--- src/rtl/aux_rd_pkg.sv ---
package aux_rd_pkg;

  localparam int unsigned NUM_BITS  = 8;
  localparam logic [7:0]  IMPL_MASK = 8'hF7;

  typedef struct packed {
    logic       hit;
    logic [2:0] idx;
  } area_map_t;

  // Map an area number to the enable bit that covers it.
  function automatic area_map_t area_map(input int unsigned area);
    area_map_t m;
    m.hit = 1'b1;
    case (area)
      4, 5:   m.idx = 3'd0;
      6:      m.idx = 3'd1;
      7, 8:   m.idx = 3'd2;
      11, 12: m.idx = 3'd4;
      13, 14: m.idx = 3'd5;
      15, 16: m.idx = 3'd6;
      17, 18: m.idx = 3'd7;
      default: begin
        m.hit = 1'b0;
        m.idx = 3'd0;
      end
    endcase
    return m;
  endfunction

  // Keep only the implemented enable positions.
  function automatic logic [7:0] impl_bits(input logic [7:0] d);
    return d & IMPL_MASK;
  endfunction

endpackage

--- src/rtl/aux_rd_ena_reg.sv ---
module aux_rd_ena_reg
  import aux_rd_pkg::*;
#(
  parameter int unsigned ADDR_W   = 8,
  parameter logic [ADDR_W-1:0] ENA_ADDR = 8'h38
) (
  input  logic              clk,
  input  logic              cold_rst_n,
  input  logic              hot_rst_n,
  input  logic [ADDR_W-1:0] reg_addr,
  input  logic [7:0]        reg_wdata,
  input  logic              reg_we,
  output logic [7:0]        reg_rdata,
  output logic [7:0]        ena_q,
  output logic              wr_hit
);

  logic addr_hit;

  assign addr_hit = (reg_addr == ENA_ADDR);
  assign wr_hit   = addr_hit && reg_we && hot_rst_n;

  // Only the cold reset clears the enables.
  always_ff @(posedge clk or negedge cold_rst_n) begin
    if (!cold_rst_n)
      ena_q <= '0;
    else if (wr_hit)
      ena_q <= impl_bits(reg_wdata);
  end

  assign reg_rdata = addr_hit ? ena_q : 8'h00;

endmodule

--- src/rtl/aux_rd_area_dec.sv ---
module aux_rd_area_dec
  import aux_rd_pkg::*;
#(
  parameter int unsigned AREA_W = 5
) (
  input  logic [AREA_W-1:0]   bus_area,
  output logic [NUM_BITS-1:0] area_sel
);

  area_map_t map;

  assign map = area_map(int'(unsigned'(bus_area)));

  for (genvar b = 0; b < NUM_BITS; b++) begin : g_sel
    assign area_sel[b] = map.hit && (map.idx == 3'(b));
  end

endmodule

--- src/rtl/aux_rd_strobe.sv ---
module aux_rd_strobe
  import aux_rd_pkg::*;
(
  input  logic                cold_rst_n,
  input  logic                hot_rst_n,
  input  logic                bus_rd_n,
  input  logic [NUM_BITS-1:0] area_sel,
  input  logic [NUM_BITS-1:0] ena_q,
  output logic                area_hit,
  output logic                aux_rd_n
);

  assign area_hit = |(area_sel & ena_q);
  // Combinational gate: the strobe keeps the main read strobe's timing.
  assign aux_rd_n = ~(~bus_rd_n & area_hit & cold_rst_n & hot_rst_n);

endmodule

--- src/rtl/aux_rd_gate.sv ---
module aux_rd_gate
  import aux_rd_pkg::*;
#(
  parameter int unsigned ADDR_W   = 8,
  parameter int unsigned AREA_W   = 5,
  parameter logic [ADDR_W-1:0] ENA_ADDR = 8'h38
) (
  input  logic              clk,
  input  logic              cold_rst_n,
  input  logic              hot_rst_n,
  input  logic [ADDR_W-1:0] reg_addr,
  input  logic [7:0]        reg_wdata,
  input  logic              reg_we,
  output logic [7:0]        reg_rdata,
  input  logic [AREA_W-1:0] bus_area,
  input  logic              bus_rd_n,
  output logic              aux_rd_n
);

  logic [NUM_BITS-1:0] ena_q;
  logic [NUM_BITS-1:0] area_sel;
  logic                wr_hit;
  logic                area_hit;

  aux_rd_ena_reg #(.ADDR_W(ADDR_W), .ENA_ADDR(ENA_ADDR)) u_reg (
    .clk        (clk),
    .cold_rst_n (cold_rst_n),
    .hot_rst_n  (hot_rst_n),
    .reg_addr   (reg_addr),
    .reg_wdata  (reg_wdata),
    .reg_we     (reg_we),
    .reg_rdata  (reg_rdata),
    .ena_q      (ena_q),
    .wr_hit     (wr_hit)
  );

  aux_rd_area_dec #(.AREA_W(AREA_W)) u_dec (
    .bus_area (bus_area),
    .area_sel (area_sel)
  );

  aux_rd_strobe u_stb (
    .cold_rst_n (cold_rst_n),
    .hot_rst_n  (hot_rst_n),
    .bus_rd_n   (bus_rd_n),
    .area_sel   (area_sel),
    .ena_q      (ena_q),
    .area_hit   (area_hit),
    .aux_rd_n   (aux_rd_n)
  );

endmodule

--- config.mk ---
export PLATFORM = sky130hd
export DESIGN_NAME = aux_rd_gate
export DESIGN_NICKNAME = d
export VERILOG_FILES = /design/src/rtl/aux_rd_pkg.sv /design/src/rtl/aux_rd_ena_reg.sv /design/src/rtl/aux_rd_area_dec.sv /design/src/rtl/aux_rd_strobe.sv /design/src/rtl/aux_rd_gate.sv
export SDC_FILE = /design/constraint.sdc
export NUM_CORES = 1
export LEC_CHECK = 0
export BUFFER_PORTS_ARGS = -buffer_cell sky130_fd_sc_hd__buf_2
export CAP_MARGIN = 25
export CORE_MARGIN = 4
export CORE_UTILIZATION = 46
export DETAILED_ROUTE_END_ITERATION = 8
export GPL_ROUTABILITY_DRIVEN = 0
export GPL_TIMING_DRIVEN = 1
export PLACE_DENSITY = 0.85
export SLEW_MARGIN = 20
export SYNTH_ARGS = -nofsm -noshare
export SYNTH_HDL_FRONTEND = slang
export SYNTH_SLANG_ARGS = --single-unit
--- constraint.sdc ---
create_clock -name clk -period 3.32 [get_ports clk]
set_input_delay 0.83 -clock clk [delete_from_list [all_inputs] [get_ports clk]]
set_output_delay 0.83 -clock clk [all_outputs]
set_load 0.005 [all_outputs]
==> impl_metrics.yaml <==
run_status:
  status: "finished clean"
finish:
  largest_register: "u_reg.ena_q"
  area_delta_synth_final_pct: 27.6
  layout.cells.non_filler: 119
  fillers: 118
  top_regs: "u_reg.ena_q: 7 flops"
  final_core_util_pct: 61.8
  largest_register_ffs: 7
  drive_gt1_share_pct: 50.0
  antenna-diode-count: 0
  nNetsFinal: 131
setup_path:
  start_kind: "input pin"
  critical_path_class: "in -> out"
  required_ps: 2490
  r2r-start: "u_reg.ena_q[0]"
  critPathLaunch: "bus_area[3]"
  critPathMaxFanout: 8
  worstPathArrival_ps: 2100
  cp-end-kind: "primary output"
drt:
  avgViaCountPerCell: 5.82
  drtIter0Drc: 25
  dr.pass1.iters: 4
  ant_nets: 0
  wl_per_cell_um: 14.1
  vias: 692
  finalWirelength_mm: 1.68
  drc: 0
sta:
  fin_skew_ps: 0
  finalMaxSlewViolations: 0
  setup_tns_ps: 0
  period_share_pct: 88.1
  fin_hold_ws_ps: 409
  setup_violations: 0
  timing.fmax_ghz: 0.342
  finalHoldViolCount: 0
  rsz0062_at_grt: "no"
  min_period_ps: 2930
global_route:
  grt_pass1_vias: 691
  overflow: 0
  antenna_found_initial: 0
  grt_max_degree: 12
  track_usage_pct: 17.7
  grt_pass1_wl_mm: 2.66
die:
  core_um2: 1300
  dieHeight_um: 45.0
  die_x_um: 45.0
  start_util_pct: 48.5
  dieArea_um2: 2030
  io-pin-count: 35
  rows: 13
synth:
  yosysWarnings: 0
  synth_top_cell_area_share_pct: 27.8
  synth_common_cells: "8 x mux2_2, 8 x nand2_1, 7 x and2_2, 7 x dfrtp_1, 5 x a21oi_1"
  postSynth.asyncResetShare_pct: 100
  syn_area_um2: 631
  avgSynthCellArea_um2: 8.64
  netlist_top_cells_area: "dfrtp_1 28%, mux2_2 14%, and2_2 8.3%, nand2_1 4.8%, a21oi_1 4.0%"
  synth_edf_count: 0
  ys.flop_type: "dfrtp_1"
  synth.largest_area_cell: "dfrtp_1"
  ys_seq_elements: 7
  yosysSeqAreaShare_pct: 27.8
  synthCells: 73
  yosysUniqueCellTypes: 31
  synth.net_count: 99
flow_run:
  cap_violations: 0
placed_design:
  post-place-cells: 115
  portBuffers: 32
  dp_hpwl_mm: 1.34
cts:
  postCtsHoldBufs: 0
  clkLatencyLatePin_ps: 250
  cts.sinks: 7
  clk_pin_slew_ps: 50
  cts-root-buf: "clkbuf_4"
  h-tree-depth: 1
  post_cts_buffers: 0
  tritoncts: "yes"
  numCtsBuffers: 3
  cts_max_path_buffers: 2
  cts_resized: 0
power:
  p_total_mw: 0.213
  p_per_area_nw_per_um2: 264
  vdd_drop_max_mv: 0.152
  p_leak_nw: 0.406
worst_hold_path:
  hold_class: "in -> async"
-- metal layers --
metal	routed length, um	GRT usage (%)	part of all wire (%)	up-vias
li1	-	-	-	327
met5	0	0	0	-
met3	93	3.19	5.5	4
met1	676	19.8	40	331
met4	26	12.9	1.5	0
met2	884	29.7	53	30
-- layout make-up --
cell class                      count  area [um2]  share of cell area (%)
Sequential cell                     7         175                    21.8
Inverter                            3        11.3                    1.40
Multi-Input combinational cell     58         413                    51.3
Tap cell                           15        18.8                    2.33
Timing Repair Buffer               32         160                    19.9
Clock buffer                        4        26.3                    3.27
-- stage by stage --
step | area (um2) | worst slack (ps)
after floorplan | 631 | 690
after global routing | 805 | 322
final | 805 | 395
after detailed placement | 778 | 388
after CTS | 805 | 395
after global placement | 778 | 435
-- final timing paths --
path | to | slack, ps | cells after the start
max in group asynchronous | u_reg.ena_q[1] | 2750 | 1
min in group clk | u_reg.ena_q[1] | 540 | 1
worst max-delay path | aux_rd_n | 390 | 7
worst min register to register | u_reg.ena_q[1] | 540 | 1
worst max register to register | u_reg.ena_q[0] | 2500 | 1
worst min-delay path | u_reg.ena_q[6] | 410 | 1
-- power breakdown --
part           switching, mW  internal [mW]  leakage (nW)
Clock                 0.0302         0.0458        0.0150
Combinational         0.0245         0.0221         0.294
Sequential           0.00226         0.0878        0.0972
-- kinds of logic after synthesis --
kind of cell | after synthesis | share of synthesized area, %
simple gates | 32 | 32.1
compound gates | 16 | 17.1
mux | 8 | 14.3
buf+inv | 8 | 6.75
flops | 7 | 27.8
xor+xnor | 1 | 1.39
other cells | 1 | 0.595
-- worst max-delay path, stage by stage --
cell and delay, ps:
buf_2 140, nor3b_1 440, nand2b_1 100, a211oi_1 250, nor3_1 90, o2111ai_1 90, buf_2 140
-- placed cells by master, fill, tap and decap left out, drive strengths merged --
cell type	synthesis	routed
nand3	1	1
a221oi	1	1
conb	1	1
and2	7	7
and3	2	2
or4b	1	1
nand2b	1	1
nor4	2	2
o21ai	2	2
clkbuf	2	4
nor2b	2	2
o2111ai	2	2
buf	3	32
a31oi	2	2
nor2	2	2
or4	1	1
nand2	8	8
o221ai	1	1
xnor2	1	1
mux2	8	8
dfrtp	7	7
inv	3	3
o31ai	1	1
nor3b	1	1
a211oi	1	1
o32a	1	1
a21oi	5	5
nor3	4	4
(Power assumes the default switching activity.)
